## src/rtl/tlb_pkg.sv

```systemverilog
package tlb_pkg;
  typedef enum logic [1:0] {
    TGT_HIT  = 2'd0,
    TGT_FREE = 2'd1,
    TGT_LRU  = 2'd2
  } fill_tgt_e;
endpackage

```

## src/rtl/tlb_cam.sv

```systemverilog
module tlb_cam #(
  parameter int unsigned ENTRIES = 16,
  parameter int unsigned VPN_W   = 20
) (
  input  logic [ENTRIES-1:0]            valid_i,
  input  logic [ENTRIES-1:0][VPN_W-1:0] tag_i,
  input  logic [VPN_W-1:0]              key_i,
  output logic [ENTRIES-1:0]            match_o
);
  for (genvar g = 0; g < ENTRIES; g++) begin : g_cmp
    assign match_o[g] = valid_i[g] && (tag_i[g] == key_i);
  end
endmodule

```

## src/rtl/tlb_lru.sv

```systemverilog
module tlb_lru #(
  parameter int unsigned ENTRIES = 16,
  localparam int unsigned IDX_W = (ENTRIES > 1) ? $clog2(ENTRIES) : 1
) (
  input  logic             clk_i,
  input  logic             rst_ni,
  input  logic             touch_i,
  input  logic [IDX_W-1:0] touch_idx_i,
  output logic [IDX_W-1:0] victim_o
);
  // age 0 = most recent, ENTRIES-1 = least recent; ages form a permutation
  logic [ENTRIES-1:0][IDX_W-1:0] age_q;
  logic [ENTRIES-1:0]            oldest;

  always_ff @(posedge clk_i or negedge rst_ni) begin
    if (!rst_ni) begin
      for (int i = 0; i < ENTRIES; i++) age_q[i] <= IDX_W'(i);
    end else if (touch_i) begin
      for (int i = 0; i < ENTRIES; i++) begin
        if (IDX_W'(i) == touch_idx_i)           age_q[i] <= '0;
        else if (age_q[i] < age_q[touch_idx_i]) age_q[i] <= age_q[i] + 1'b1;
      end
    end
  end

  always_comb begin
    victim_o = '0;
    for (int i = 0; i < ENTRIES; i++) begin
      oldest[i] = (age_q[i] == IDX_W'(ENTRIES - 1));
      if (oldest[i]) victim_o = IDX_W'(i);
    end
  end


  one_oldest_chk: assert property (@(posedge clk_i) disable iff (!rst_ni)
    $onehot(oldest));

  touch_mru_chk: assert property (@(posedge clk_i) disable iff (!rst_ni)
    touch_i |=> (age_q[$past(touch_idx_i)] == '0));

  untouched_keep_chk: assert property (@(posedge clk_i) disable iff (!rst_ni)
    !touch_i |=> $stable(age_q));
endmodule

```

## src/rtl/tlb.sv

```systemverilog
module tlb
  import tlb_pkg::*;
#(
  parameter int unsigned ENTRIES = 16,
  parameter int unsigned VPN_W   = 20,
  parameter int unsigned PFN_W   = 16,
  parameter int unsigned OFF_W   = 12,
  localparam int unsigned IDX_W  = (ENTRIES > 1) ? $clog2(ENTRIES) : 1,
  localparam int unsigned PA_W   = PFN_W + OFF_W
) (
  input  logic             clk_i,
  input  logic             rst_ni,
  input  logic             flush_i,
  input  logic             lk_valid_i,
  input  logic [VPN_W-1:0] lk_vpn_i,
  input  logic [OFF_W-1:0] lk_off_i,
  output logic             lk_hit_o,
  output logic             lk_miss_o,
  output logic [PFN_W-1:0] lk_pfn_o,
  output logic [PA_W-1:0]  lk_paddr_o,
  input  logic             fill_i,
  input  logic [VPN_W-1:0] fill_vpn_i,
  input  logic [PFN_W-1:0] fill_pfn_i,
  input  logic             fill_pte_valid_i
);
  logic [ENTRIES-1:0]            vld_q;
  logic [ENTRIES-1:0][VPN_W-1:0] vpn_q;
  logic [ENTRIES-1:0][PFN_W-1:0] pfn_q;

  logic [ENTRIES-1:0] lk_match, fill_match;
  logic [IDX_W-1:0]   hit_idx, fmatch_idx, free_idx, victim, fill_tgt;
  logic               any_hit, do_fill, touch;
  logic [IDX_W-1:0]   touch_idx;
  fill_tgt_e          tgt_kind;

  tlb_cam #(.ENTRIES(ENTRIES), .VPN_W(VPN_W)) u_cam_lk (
    .valid_i(vld_q), .tag_i(vpn_q), .key_i(lk_vpn_i), .match_o(lk_match));

  tlb_cam #(.ENTRIES(ENTRIES), .VPN_W(VPN_W)) u_cam_fill (
    .valid_i(vld_q), .tag_i(vpn_q), .key_i(fill_vpn_i), .match_o(fill_match));

  always_comb begin
    hit_idx    = '0;
    fmatch_idx = '0;
    free_idx   = '0;
    for (int i = 0; i < ENTRIES; i++) begin
      if (lk_match[i])   hit_idx    = IDX_W'(i);
      if (fill_match[i]) fmatch_idx = IDX_W'(i);
    end
    for (int i = ENTRIES - 1; i >= 0; i--) begin
      if (!vld_q[i]) free_idx = IDX_W'(i);
    end
  end

  assign any_hit    = |lk_match;
  assign lk_hit_o   = lk_valid_i && any_hit;
  assign lk_miss_o  = lk_valid_i && !any_hit;
  assign lk_pfn_o   = lk_hit_o ? pfn_q[hit_idx] : '0;
  assign lk_paddr_o = {lk_pfn_o, lk_off_i};

  always_comb begin
    if (|fill_match)   tgt_kind = TGT_HIT;
    else if (!(&vld_q)) tgt_kind = TGT_FREE;
    else               tgt_kind = TGT_LRU;
    case (tgt_kind)
      TGT_HIT:  fill_tgt = fmatch_idx;
      TGT_FREE: fill_tgt = free_idx;
      default:  fill_tgt = victim;
    endcase
  end

  assign do_fill   = fill_i && !flush_i;
  assign touch     = do_fill || (lk_hit_o && !flush_i);
  assign touch_idx = fill_i ? fill_tgt : hit_idx;

  tlb_lru #(.ENTRIES(ENTRIES)) u_lru (
    .clk_i(clk_i), .rst_ni(rst_ni), .touch_i(touch),
    .touch_idx_i(touch_idx), .victim_o(victim));

  always_ff @(posedge clk_i or negedge rst_ni) begin
    if (!rst_ni) begin
      vld_q <= '0;
      vpn_q <= '0;
      pfn_q <= '0;
    end else if (flush_i) begin
      vld_q <= '0;
    end else if (do_fill) begin
      vld_q[fill_tgt] <= fill_pte_valid_i;
      vpn_q[fill_tgt] <= fill_vpn_i;
      pfn_q[fill_tgt] <= fill_pfn_i;
    end
  end


  unique_tag_chk: assert property (@(posedge clk_i) disable iff (!rst_ni)
    $onehot0(lk_match) && $onehot0(fill_match));

  hit_miss_excl_chk: assert property (@(posedge clk_i) disable iff (!rst_ni)
    !(lk_hit_o && lk_miss_o) && (lk_valid_i == (lk_hit_o || lk_miss_o)));

  flush_clear_chk: assert property (@(posedge clk_i) disable iff (!rst_ni)
    flush_i |=> (vld_q == '0));

  fill_lands_chk: assert property (@(posedge clk_i) disable iff (!rst_ni)
    (fill_i && !flush_i && fill_pte_valid_i) |=>
      (vld_q[$past(fill_tgt)] && (vpn_q[$past(fill_tgt)] == $past(fill_vpn_i))));

  no_displace_chk: assert property (@(posedge clk_i) disable iff (!rst_ni)
    (fill_i && !flush_i && !(|fill_match) && !(&vld_q)) |=>
      ((vld_q & $past(vld_q)) == $past(vld_q)));
endmodule

```

## config.mk

```make
export PLATFORM = sky130hd
export DESIGN_NAME = tlb
export DESIGN_NICKNAME = d
export VERILOG_FILES = /design/src/rtl/tlb_pkg.sv /design/src/rtl/tlb_cam.sv /design/src/rtl/tlb_lru.sv /design/src/rtl/tlb.sv
export SDC_FILE = /design/constraint.sdc
export NUM_CORES = 2
export LEC_CHECK = 0
export BUFFER_PORTS_ARGS = -buffer_cell sky130_fd_sc_hd__buf_2
export CORE_ASPECT_RATIO = 1.25
export CORE_UTILIZATION = 38
export DETAILED_ROUTE_END_ITERATION = 10
export HOLD_SLACK_MARGIN = 0.05
export REMOVE_ABC_BUFFERS = 1
export SYNTH_ARGS = -nofsm -noshare
export SYNTH_HDL_FRONTEND = slang
export SYNTH_SLANG_ARGS = --single-unit
```

## constraint.sdc

```tcl
create_clock -name clk_i -period 14.9 [get_ports clk_i]
set_input_delay 0.745 -clock clk_i [delete_from_list [all_inputs] [get_ports clk_i]]
set_output_delay 0.745 -clock clk_i [all_outputs]
set_load 0.01 [all_outputs]
```

==> metrics.yaml <==
synthesis:
  synth_edf_count: 0
  synth_warnings: 0
  synthesis.area_mm2: 0.0400
  synthArstFlopShare: 1.00
  synthFlopType: "dfrtp_1"
  synth.distinct_cells: 78
  ys_seq_area_frac: 0.412
  postSynthCellCount: 3715
  synth_area_per_cell_um2: 10.8
  yosys_register_bits: 656
flow_run:
  max-cap-violations: 0
clock_tree:
  clk_latency_ps: 650
  cts_max_level: 3
  cts_tree: "yes"
  cts_made_buffers: 75
  post_cts_buffers: 0
  root_buffer: "clkbuf_16"
  clockBufferDepth: 3
  clk_pin_slew_ps: 60
  cts_hold_buf: 0
  clock_sink_count: 656
  ctsResizeCount: 0
critical_path:
  critPathSlowestCell: "nor4_1"
  critPathTopFamily: "compound AO/OA/AOI/OAI gates"
  arrival_ps: 8160
  path_class: "register to register"
  regToRegSetupSlack_ps: 7280
  regToRegEndpoint: "u_lru.age_q[27]"
  start_kind: "register"
  crit_top_cell: "a21oi_1"
  cp_max_fo: 21
  slowest_delay_ps: 930
  cp.required_ps: 15430
  cp.buffers_inverters: 1
  cp_cell_sequence: "nand4_1 > nor4_1 > nand3_1 > a21oi_1 > o211ai_1 > a221o_1 > a221o_1 > nand2_1 > nor2_1 > a21oi_1 > buf_4 > o22ai_1 > o21ai_0 > o21a_1 > nand3_1 > ha_1 > a2111oi_0 > a21oi_1 > or3_1 > o31ai_1"
  crit_path_end_kind: "register"
  r2r_cells: 20
  reg2reg_from: "vld_q[3]"
route:
  drc: 0
  firstDrtPassIters: 5
  post_drt_wl_per_cell_um: 25.4
  ant_nets: 0
  viasPerCell: 5.92
  wl_um: 128000
  route.vias.total: 30000
  drt_iter0_drc: 2336
floorplan:
  die_h_um: 365
  dieArea_mm2: 0.107
  row_count: 132
  start_util: 0.385
  core_mm2: 0.104
  die-width_um: 292
  io_pins: 120
timing:
  fmax_mhz: 131
  relSlewSlack: 0.256
  tns_ps: 0
  period_needed_ps: 7620
  rsz0062_at_grt: "no"
  setup_viol: 0
  hold_violations: 0
  tightestPinTransition_ps: 1120
  skew_ps: 39.0
  slew_violations: 0
  fin_crit_sh: 0.512
placement:
  numPortBuffers: 95
  dp_hpwl_um: 80300
  place_congestion: 0.992
power:
  p_per_area_mw_per_mm2: 114
  p_total_w: 0.00503
  power_leakage_nw: 19.3
  peakVddDrop_mv: 0.0849
cells_and_area:
  finalNetCount: 3809
  layout-drive-gt1-share: 0.262
  area_growth_pct: 10.0
  fillers: 9878
global_routing:
  grt-ovfl-total: 0
  grt_max_degree: 182
  grt_pass1_vias: 30400
  antenna_found_initial: 7
  track_usage: 0.241
  grt_pass1_wl_um: 194000
outcome:
  status: "finished clean"
min_path:
  hp-class: "primary input to async pin"
[layout make-up]
type	count	area, µm²	area share
Antenna cell	1	2.50	0.0000569
Clock inverter	19	280	0.00637
Tap cell	1340	1680	0.0381
Timing Repair Buffer	173	1100	0.0249
Inverter	35	131	0.00299
Multi-Input combinational cell	2730	22100	0.503
Sequential cell	656	16500	0.374
Clock buffer	108	2240	0.0508
[layer usage]
metal / GRT usage / vias up / routed length, µm
met5: 0 / - / 79
met4: 0.138 / 14 / 7750
met3: 0.0338 / 363 / 6900
met2: 0.415 / 1018 / 62200
met1: 0.289 / 15200 / 51500
li1: - / 13400 / -
[worst reg2reg max path, delay by kind of cell, from the launching register on]
family	cells	cell delay, ps
AOI/OAI and AO/OA	11	3080
and+or+nand+nor	7	2930
DFF	1	690
adders and majority gates	1	520
buffers and inverters	1	290
[cell families (layout without fill, tap and decap cells)]
kind of cell               Yosys count  in the layout  synth area share
xor gates and xnor gates           640            640             0.140
and+or+nand+nor                    824            824             0.118
adders and majority gates           64             64            0.0200
DFF                                656            656             0.412
other                                0              1                 0
muxes                              674            674             0.187
buffers and inverters              329            335            0.0387
AOI/OAI and AO/OA                  528            528            0.0845
[cell usage after synthesis, types with 9 or more instances]
cell type / n / share of area
dfrtp_1: 624 / 0.39
mux2_2: 596 / 0.17
xnor2_1: 397 / 0.087
xor2_1: 243 / 0.053
nand4_1: 163 / 0.026
clkbuf_1: 153 / 0.014
a21oi_1: 130 / 0.016
o21ai_0: 129 / 0.016
a211oi_1: 113 / 0.021
nor4_1: 107 / 0.017
nor2_1: 100 / 0.0094
nand3_1: 99 / 0.012
nand2_1: 94 / 0.0088
mux2i_1: 78 / 0.020
buf_2: 74 / 0.0093
nor2b_1: 74 / 0.012
ha_1: 64 / 0.020
buf_4: 55 / 0.010
inv_1: 35 / 0.0033
dfstp_2: 32 / 0.021
nand2b_1: 32 / 0.0050
o22ai_1: 29 / 0.0045
nor3_1: 20 / 0.0025
o31ai_1: 19 / 0.0036
or2_2: 18 / 0.0028
a2111oi_0: 16 / 0.0035
or3_1: 16 / 0.0025
and3_1: 15 / 0.0023
nand4b_1: 14 / 0.0031
a31oi_1: 13 / 0.0020
and2_1: 13 / 0.0020
and4_1: 12 / 0.0026
nor3b_1: 11 / 0.0021
buf_1: 10 / 0.00094
o211ai_1: 10 / 0.0019
or4_1: 10 / 0.0019
nor4b_1: 9 / 0.0020
[sequential cells by signal, summed over array words and instances, names as in the netlist]
register	cells
vpn_q	320
pfn_q	256
u_lru.age_q	64
vld_q	16
[metrics by stage]
step,cell area (µm²),cells,worst slack (ps),utilization,hold WS (ps)
finish,44000,5062,7280,0.424,198
global route,44000,5061,6920,0.424,268
CTS,44000,5061,7560,0.424,212
detailed placement,41500,4934,7020,0.399,485
global placement,41500,4934,7230,0.399,479
floorplan,38600,3421,4060,-,449
[worst max-delay path by stage]
stage                        from              end  slack, ps  depth (start not counted)
floorplan            lk_vpn_i[10]  u_lru.age_q[47]       4060                         17
global placement    fill_vpn_i[5]  u_lru.age_q[39]       7230                         22
detailed placement  fill_vpn_i[5]  u_lru.age_q[27]       7020                         22
CTS                      vld_q[3]  u_lru.age_q[27]       7560                         20
global route             vld_q[3]  u_lru.age_q[43]       6920                         20
finish                   vld_q[3]  u_lru.age_q[27]       7280                         20
[cell usage in the layout, fill, tap and decap left out, drive strengths merged, types with 107 or more instances in the layout]
| cell type | synthesis | final |
|---|---|---|
| a21oi | 130 | 130 |
| clkbuf | 153 | 108 |
| dfrtp | 624 | 624 |
| mux2 | 596 | 596 |
| xor2 | 243 | 243 |
| buf | 141 | 173 |
| nand4 | 163 | 163 |
| o21ai | 134 | 134 |
| a211oi | 114 | 114 |
| xnor2 | 397 | 397 |
| nor4 | 107 | 107 |
[where the power goes]
group / switching [W] / internal (W)
logic: 0.000550 / 0.000388
clock network: 0.000764 / 0.00116
registers: 0.000218 / 0.00195
total: 0.00153 / 0.00350
(Power assumes the default switching activity.)
